$ cat config.mk
export PLATFORM = sky130hd
export DESIGN_NAME = tot_hit_engine
export DESIGN_NICKNAME = d
export VERILOG_FILES = /design/src/rtl/tot_pkg.sv /design/src/rtl/tot_sync.sv /design/src/rtl/tot_width_ctr.sv /design/src/rtl/tot_hit_ctr.sv /design/src/rtl/tot_out_stage.sv /design/src/rtl/tot_hit_engine.sv
export SDC_FILE = /design/constraint.sdc
export NUM_CORES = 1
export LEC_CHECK = 0
export BUFFER_PORTS_ARGS = -buffer_cell sky130_fd_sc_hd__buf_2
export CORE_MARGIN = 1.5
export CORE_UTILIZATION = 45
export CTS_CLUSTER_SIZE = 14
export DETAILED_ROUTE_END_ITERATION = 6
export MAX_ROUTING_LAYER = met4
export SLEW_MARGIN = 0
export SYNTH_ARGS = -nofsm -noshare
export SYNTH_HDL_FRONTEND = slang
export SYNTH_SLANG_ARGS = --single-unit
$ cat constraint.sdc
create_clock -name clk -period 3.69 [get_ports clk]
set_input_delay 0.369 -clock clk [delete_from_list [all_inputs] [get_ports clk]]
set_output_delay 0.369 -clock clk [all_outputs]
set_load 0.005 [all_outputs]
$ cat src/rtl/tot_pkg.sv
package tot_pkg;

    typedef enum logic [1:0] {
        W_IDLE  = 2'd0,
        W_COUNT = 2'd1,
        W_CLIP  = 2'd2
    } width_state_t;

    typedef enum logic {
        O_EMPTY = 1'b0,
        O_HOLD  = 1'b1
    } out_state_t;

endpackage

$ cat src/rtl/tot_sync.sv
module tot_sync #(
    parameter int STAGES = 2
) (
    input  logic clk,
    input  logic rst,
    input  logic din,
    output logic level,
    output logic rise,
    output logic fall
);
    localparam int TAPS = STAGES + 1;

    logic [TAPS-1:0] taps;

    // taps[STAGES-1] is the synchronized level, taps[STAGES] its previous value
    always_ff @(posedge clk) begin
        if (rst) begin
            taps <= '0;
        end else begin
            taps <= {taps[TAPS-2:0], din};
        end
    end

    assign level = taps[STAGES-1];
    assign rise  = taps[STAGES-1] & ~taps[STAGES];
    assign fall  = ~taps[STAGES-1] & taps[STAGES];

endmodule

$ cat src/rtl/tot_width_ctr.sv
module tot_width_ctr
    import tot_pkg::*;
#(
    parameter int W = 16
) (
    input  logic         clk,
    input  logic         rst,
    input  logic         level,
    input  logic         rise,
    input  logic         fall,
    output logic         done,
    output logic [W-1:0] width
);
    localparam logic [W-1:0] MAXV = '1;
    localparam logic [W-1:0] ONE  = {{(W-1){1'b0}}, 1'b1};

    width_state_t state_q, state_d;
    logic [W-1:0] cnt_q, cnt_d;

    always_ff @(posedge clk) begin
        if (rst) begin
            state_q <= W_IDLE;
            cnt_q   <= '0;
        end else begin
            state_q <= state_d;
            cnt_q   <= cnt_d;
        end
    end

    always_comb begin
        state_d = state_q;
        cnt_d   = cnt_q;
        unique case (state_q)
            W_IDLE: begin
                if (rise) begin
                    state_d = W_COUNT;
                    cnt_d   = ONE;
                end
            end
            W_COUNT: begin
                if (fall) begin
                    state_d = W_IDLE;
                end else if (level) begin
                    if (cnt_q == MAXV - ONE) begin
                        state_d = W_CLIP;
                    end
                    cnt_d = cnt_q + ONE;
                end
            end
            W_CLIP: begin
                if (fall) begin
                    state_d = W_IDLE;
                end
            end
            default: begin
                state_d = W_IDLE;
            end
        endcase
    end

    always_comb begin
        done  = fall && (state_q != W_IDLE);
        width = cnt_q;
    end

endmodule

$ cat src/rtl/tot_hit_ctr.sv
module tot_hit_ctr #(
    parameter int W = 16
) (
    input  logic         clk,
    input  logic         rst,
    input  logic         rise,
    output logic [W-1:0] count
);
    localparam logic [W-1:0] ONE = {{(W-1){1'b0}}, 1'b1};

    always_ff @(posedge clk) begin
        if (rst) begin
            count <= '0;
        end else if (rise) begin
            count <= count + ONE;
        end
    end

endmodule

$ cat src/rtl/tot_out_stage.sv
module tot_out_stage
    import tot_pkg::*;
#(
    parameter int WW = 32
) (
    input  logic          clk,
    input  logic          rst,
    input  logic          load,
    input  logic [WW-1:0] load_word,
    input  logic          ready,
    output logic          valid,
    output logic [WW-1:0] word
);
    out_state_t    state_q, state_d;
    logic [WW-1:0] word_q, word_d;

    always_ff @(posedge clk) begin
        if (rst) begin
            state_q <= O_EMPTY;
            word_q  <= '0;
        end else begin
            state_q <= state_d;
            word_q  <= word_d;
        end
    end

    always_comb begin
        state_d = state_q;
        word_d  = word_q;
        unique case (state_q)
            O_EMPTY: begin
                if (load) begin
                    state_d = O_HOLD;
                    word_d  = load_word;
                end
            end
            O_HOLD: begin
                if (ready) begin
                    if (load) begin
                        word_d = load_word;
                    end else begin
                        state_d = O_EMPTY;
                    end
                end
            end
            default: begin
                state_d = O_EMPTY;
            end
        endcase
    end

    always_comb begin
        valid = (state_q == O_HOLD);
        word  = word_q;
    end

endmodule

$ cat src/rtl/tot_hit_engine.sv
module tot_hit_engine #(
    parameter int WIDTH_W     = 16,
    parameter int HIT_W       = 16,
    parameter int SYNC_STAGES = 2
) (
    input  logic                     clk,
    input  logic                     rst,
    input  logic                     comp_in,
    input  logic                     word_ready,
    output logic                     word_valid,
    output logic [WIDTH_W+HIT_W-1:0] word_data
);
    localparam int WORD_W = WIDTH_W + HIT_W;

    logic               sync_level;
    logic               sync_rise;
    logic               sync_fall;
    logic               pulse_done;
    logic [WIDTH_W-1:0] pulse_width;
    logic [HIT_W-1:0]   hit_count;
    logic [WORD_W-1:0]  packed_word;

    tot_sync #(.STAGES(SYNC_STAGES)) u_sync (
        .clk   (clk),
        .rst   (rst),
        .din   (comp_in),
        .level (sync_level),
        .rise  (sync_rise),
        .fall  (sync_fall)
    );

    tot_width_ctr #(.W(WIDTH_W)) u_width (
        .clk   (clk),
        .rst   (rst),
        .level (sync_level),
        .rise  (sync_rise),
        .fall  (sync_fall),
        .done  (pulse_done),
        .width (pulse_width)
    );

    tot_hit_ctr #(.W(HIT_W)) u_hits (
        .clk   (clk),
        .rst   (rst),
        .rise  (sync_rise),
        .count (hit_count)
    );

    assign packed_word = {pulse_width, hit_count};

    tot_out_stage #(.WW(WORD_W)) u_out (
        .clk       (clk),
        .rst       (rst),
        .load      (pulse_done),
        .load_word (packed_word),
        .ready     (word_ready),
        .valid     (word_valid),
        .word      (word_data)
    );

endmodule

==> results.sh, run 1 <==
export IMPL_outcome="completed"
export IMPL_cpLargestDelayFamily="compound AO/OA/AOI/OAI gates"
export IMPL_hp_class="input port to register"
export IMPL_power_leakage_nw=1.16
export IMPL_p_per_area_nw_per_um2=405
export IMPL_max_slew_margin_rel_pct=19.4
export IMPL_final_setup_tns_ns=0
export IMPL_cts_setup_buffers=0
export IMPL_ctsLongestPathBuffers=2
export IMPL_grt_pass1_wl_mm=10.2
export IMPL_numCtsBuffers=9
export IMPL_rsz0062_at_grt="false"
export IMPL_period_share_pct=56.8
export IMPL_synth_area_leaders="dfxtp_1 (49%), nand2_1 (9.5%), a21oi_1 (7.8%)"
export IMPL_drv_slew=0
export IMPL_syn_area_per_cell_um2=8.38
export IMPL_cts_tree="yes"
export IMPL_dp_hpwl_mm=3.83
export IMPL_grt_overflow_total=0
export IMPL_synth_main_ff_cell="dfxtp_1"
export IMPL_place_ws_ns=1.54
export IMPL_crit_arrival_ns=2.36
export IMPL_crit_type="register to register"
export IMPL_via_count=2352
export IMPL_ir_worst_vdd_v=0.000204
export IMPL_synthCells=344
export IMPL_grt_pass1_vias=2180
export IMPL_setup_viol=0
export IMPL_h_tree_depth=3
export IMPL_fmax_mhz=477
export IMPL_cts_resized=0
export IMPL_die_h_um=83.1
export IMPL_clock_latency_ns=0.34
export IMPL_antenna_cells=0
export IMPL_clkPwrFrac_pct=39.5
export IMPL_path_buf_inv=1
export IMPL_synth_yosys_seq_area_share_pct=48.6
export IMPL_drt_wl_total_mm=5.75
export IMPL_dp_cells=437
export IMPL_start_kind="register"
export IMPL_via_per_inst=5.22
export IMPL_cp_required_ns=3.95
export IMPL_final_core_util_pct=53.4
export IMPL_drt_initial_drc_count=96
export IMPL_ys_warn_count=0
export IMPL_fin_crit_ns=2.10
export IMPL_finalWorstSetupSlack_ns=1.59
export IMPL_mostFrequentLayoutCells="nand2_1 (73), dfxtp_1 (70), a21oi_1 (45)"
export IMPL_drive_gt1_share_pct=14.9
export IMPL_p_int_mw=1.02
export IMPL_worstPathCellList="o211ai_1 > buf_4 > nand2_1 > a21oi_1"
export IMPL_num_rows=28
export IMPL_power_switching_mw=0.290
export IMPL_die_area_um2=6900
export IMPL_synth_fp_nets=351
export IMPL_clock_sinks=70
export IMPL_tightestPinTransition_ns=1.20
export IMPL_p_seq_share_pct=58.3
export IMPL_drtPass1Iterations=4
export IMPL_synth_distinct_cells=43
export IMPL_initial_core_util_pct=47.6
export IMPL_ioPinCount=37
export IMPL_gp_congestion=0.738
export IMPL_fp_dieW_um=83.1
export IMPL_sw_frac_of_total_pct=22.1
export IMPL_drc=0
export IMPL_critPathCaptureType="register"
export IMPL_slowest_delay_ns=0.99
export IMPL_postCtsHoldBufs=0
export IMPL_synth_edf_count=0
export IMPL_power_frac_comb_pct=2.2
export IMPL_yosysTopAreaCell="dfxtp_1"
export IMPL_area_growth_pct=12.2
export IMPL_fin_skew_ns=0.00598
export IMPL_path_max_fanout=18
export IMPL_numPortBuffers=36
export IMPL_ys_async_sr_fraction_pct=0
export IMPL_grt_use_total_pct=18.5
export IMPL_cts_root_buf="clkbuf_8"
export IMPL_antenna_left=0
export IMPL_grt_max_degree=40
export IMPL_clk_pin_slew_worst_paths_ns=0.07
export IMPL_antenna_found_initial=0
export IMPL_crit_path_top_delay_cell="o211ai_1"
export IMPL_finalHoldViolations=0
export IMPL_final_common_cell="nand2_1"
export IMPL_final_nets=380
export IMPL_yosysTopAreaCellShare_pct=48.6
export IMPL_max_cap_viol_count=0
export IMPL_synth_area_um2=2880
export IMPL_yosys_register_bits=70
export IMPL_final_cells=451
export IMPL_core_area_um2=6060
export IMPL_detail_route_wl_per_cell_um=12.7
flip-flops by register name (all words and copies together) (netlist names):
name	flops
u_out.valid	1
u_sync.taps	3
u_hits.count	16
u_width.state_q	2
u_out.word	32
u_width.width	16
worst paths after layout:
check	startpoint	end	slack, ns	depth (start not counted)
hold / removal	comp_in	u_sync.taps[0]	0.24	2
hold reg to reg	u_sync.taps[0]	u_sync.taps[1]	0.45	1
setup reg to reg	u_width.state_q[0]	u_out.word[21]	1.59	4
setup / recovery	u_width.state_q[0]	u_out.word[21]	1.59	4
cell families (layout without fill, tap and decap cells):
family,Yosys count,count (layout),share of synthesized area (%)
simple gates,165,165,28.2
flops,70,70,48.6
compound gates,61,61,11.5
buf+inv,24,56,3.73
xor+xnor,17,17,5.16
mux,4,4,1.52
fa+ha+maj,3,3,1.30
metrics by stage:
stage / power [mW] / hold WS, ns / area, um2
3_5_place_dp: 0.811 / 0.438 / 3080
6_report: 1.31 / 0.237 / 3240
2_1_floorplan: 0.803 / 0.414 / 2880
3_3_place_gp: 0.811 / 0.438 / 3080
4_1_cts: 1.33 / 0.219 / 3240
5_1_grt: 1.37 / 0.227 / 3240
layer usage:
| metal | up-vias | GRT usage, % | wire length [um] |
|---|---|---|---|
| met2 | 41 | 26.8 | 2420 |
| met4 | 0 | 7.73 | 99 |
| met1 | 1077 | 25.0 | 3040 |
| li1 | 1225 | - | - |
| met5 | - | - | 0 |
| met3 | 9 | 3.98 | 190 |
power by group through the flow:
stage               sequential, mW  clock [mW]  combinational [mW]
finish                       0.764       0.517              0.0294
global route                 0.764       0.575              0.0336
CTS                          0.764       0.539              0.0300
detailed placement           0.781           0              0.0299
global placement             0.781           0              0.0298
floorplan                    0.779           0              0.0242
area by class of cell:
cell class              instances  area (um2)
clock buffers                  12         145
flip-flops and latches         70        1400
repair buffers                 38         195
clock inverters                 2        10.0
inverters                       4        15.0
well taps                      75        93.8
fillers                       612        2830
multi-input cells             250        1380
synthesized netlist by cell type (3+ instances only):
master    instances
a21oi_1          45
inv_1             4
clkbuf_1         15
nand3_1          13
nand2_1          73
o31ai_1           4
or4_1             4
dfxtp_1          70
nand2b_1          3
nor2b_1           9
o21ai_0           7
or3_1             6
mux2_2            3
nor2_1           23
ha_1              3
nor4_1            4
nor3_1            4
nand4_1           7
xor2_1            7
xnor2_1          10
Power figures use the tool's default switching activity.
==> run 2, diff against run 1 <==
Settings changed: PLACE_DENSITY set to 0.67.
Clock period 3.69 ns to 1.7 ns, I/O delays scaled along.
==> run 2 against run 1 <==
Compared with the run above: worst hold slack got worse by 0.21 ns; maximum frequency increased by 26%; clock power increased to 3.0 times the previous value; sequential power increased by 120%; via count increased by 5.8%; total power increased to 2.5 times the previous value; die area unchanged; non-clock buffer count increased by 35; register-to-register slack got worse by 1.6 ns; worst setup slack got worse by 1.6 ns; largest power group unchanged.
==> results.sh, run 2 (synthesis gave the netlist of run 1 again) <==
export IMPL_die_h_um=83.1
export IMPL_ctsLongestPathBuffers=2
export IMPL_multi_input_area_um2=1430
export IMPL_max_cap_viol_count=0
export IMPL_drive_gt1_share_pct=26.2
export IMPL_crit_type="register to register"
export IMPL_hp_class="input port to register"
export IMPL_rsz0062_at_grt="true"
export IMPL_endpoint="u_width.width[10]"
export IMPL_clk_pin_slew_worst_paths_ns=0.08
export IMPL_r2r_slack_ns=0.04
export IMPL_grt_overflow_total=0
export IMPL_antenna_found_initial=0
export IMPL_gp_congestion=0.832
export IMPL_regArea_um2=1410
export IMPL_clock_latency_ns=0.36
export IMPL_fin_skew_ns=0.0102
export IMPL_antenna_cells=0
export IMPL_power_switching_mw=0.705
export IMPL_path_max_fanout=5
export IMPL_numCtsBuffers=9
export IMPL_cts_root_buf="clkbuf_8"
export IMPL_p_seq_share_pct=50.3
export IMPL_initial_core_util_pct=47.6
export IMPL_fillers=564
export IMPL_place_ws_ns=0.00355
export IMPL_via_count=2488
export IMPL_clock_sinks=70
export IMPL_grt_pass1_vias=2371
export IMPL_tightestPinTransition_ns=0.430
export IMPL_ioPinCount=37
export IMPL_power_leakage_nw=1.40
export IMPL_drt_initial_drc_count=104
export IMPL_fp_dieW_um=83.1
export IMPL_reg2reg_to="u_width.width[10]"
export IMPL_start_kind="register"
export IMPL_die_area_um2=6900
export IMPL_ir_worst_vdd_v=0.000574
export IMPL_p_per_area_nw_per_um2=901
export IMPL_sw_frac_of_total_pct=21.4
export IMPL_drv_slew=0
export IMPL_worst_hold_slack_ns=0.0259
export IMPL_final_core_util_pct=60.2
export IMPL_final_cells=488
export IMPL_period_share_pct=97.6
export IMPL_antenna_left=0
export IMPL_crit_arrival_ns=1.96
export IMPL_cp_required_ns=2.00
export IMPL_largest_reg_flops=32
export IMPL_setup_viol=0
export IMPL_core_area_um2=6060
export IMPL_final_nets=415
export IMPL_total_power_mw=3.28
export IMPL_dp_cells=468
export IMPL_clkPwrFrac_pct=47.2
export IMPL_finalHoldViolations=0
export IMPL_drt_wl_total_mm=5.99
export IMPL_fin_crit_ns=1.66
export IMPL_critPathCaptureType="register"
export IMPL_area_growth_pct=26.4
export IMPL_cts_tree="yes"
export IMPL_finalWorstSetupSlack_ns=0.0414
export IMPL_postCtsHoldBufs=0
export IMPL_numPortBuffers=36
export IMPL_crit_path_start="u_width.width[0]"
export IMPL_drc=0
export IMPL_fmax_mhz=603
export IMPL_final_common_cell="nand2_1"
export IMPL_detail_route_wl_per_cell_um=12.3
export IMPL_rr_worst_depth=5
export IMPL_grt_max_degree=26
export IMPL_power_frac_comb_pct=2.5
export IMPL_grt_pass1_wl_mm=10.8
export IMPL_rr_startpoint="u_width.width[0]"
export IMPL_dp_hpwl_mm=4.18
export IMPL_p_int_mw=2.58
export IMPL_num_rows=28
export IMPL_drtPass1Iterations=4
export IMPL_mostFrequentLayoutCells="nand2_1 (73), dfxtp_1 (65), a21oi_1 (44)"
export IMPL_h_tree_depth=3
export IMPL_outcome="completed"
export IMPL_max_slew_margin_rel_pct=71.3
export IMPL_via_per_inst=5.10
export IMPL_grt_use_total_pct=19.5
==> run 2: cell types whose count changed in the layout (fill, tap and decap cells not counted), sizes merged <==
cell,delta
buf,+35
bufinv,+2
clkbuf,-1
clkinvlp,+1
==> run 2: layout make-up <==
| type | instances | area share [%] |
|---|---|---|
| clock buffers | 11 | 4.15 |
| repair buffers | 73 | 12.6 |
| inverters | 4 | 0.412 |
| clock inverters | 5 | 2.23 |
| well taps | 75 | 2.57 |
| multi-input cells | 250 | 39.3 |
| flip-flops and latches | 70 | 38.7 |
==> run 2: repair_timing <==
item                       4_1_cts  5_1_grt
pin swaps                        1        3
gates resized for setup          1       15
setup endpoints to repair        2        6
setup buffers                    0        4
==> run 2: power by group through the flow <==
stage / Clock, mW / Sequential (mW) / Combinational, mW
3_5_place_dp: 0 / 1.69 / 0.0806
6_report: 1.55 / 1.65 / 0.0828
3_3_place_gp: 0 / 1.69 / 0.0796
2_1_floorplan: 0 / 1.69 / 0.0526
5_1_grt: 1.65 / 1.65 / 0.0918
4_1_cts: 1.58 / 1.65 / 0.0814
==> run 2: how the worst min path moves through the flow <==
stage	startpoint	end	slack, ns	depth (start not counted)
after global routing	comp_in	u_sync.taps[0]	0.04	2
after global placement	comp_in	u_sync.taps[0]	0.38	2
after floorplan	comp_in	u_sync.taps[0]	0.30	1
final	comp_in	u_sync.taps[0]	0.03	2
after CTS	comp_in	u_sync.taps[0]	0.02	2
after detailed placement	comp_in	u_sync.taps[0]	0.38	2
==> run 2: per-stage QoR <==
step                      instance area (um2)   TNS, ns
after floorplan                          2900  -0.00309
after CTS                                3560         0
final                                    3650         0
after global routing                     3650    -0.117
after global placement                   3320         0
after detailed placement                 3320         0
==> run 2: metal layers <==
metal	wire length [um]	vias to the layer above	track usage (%)
met5	0	-	-
met2	2640	32	29.3
met3	172	13	3.58
met1	3050	1145	25.2
li1	-	1298	-
met4	136	0	10.0
==> run 2: worst max-delay path: stages, from the launching register on <==
cell,delay [ns]
dfxtp_4,0.37
ha_4,0.15
nand3_4,0.08
or3_4,0.41
or4b_4,0.49
a21oi_2,0.12
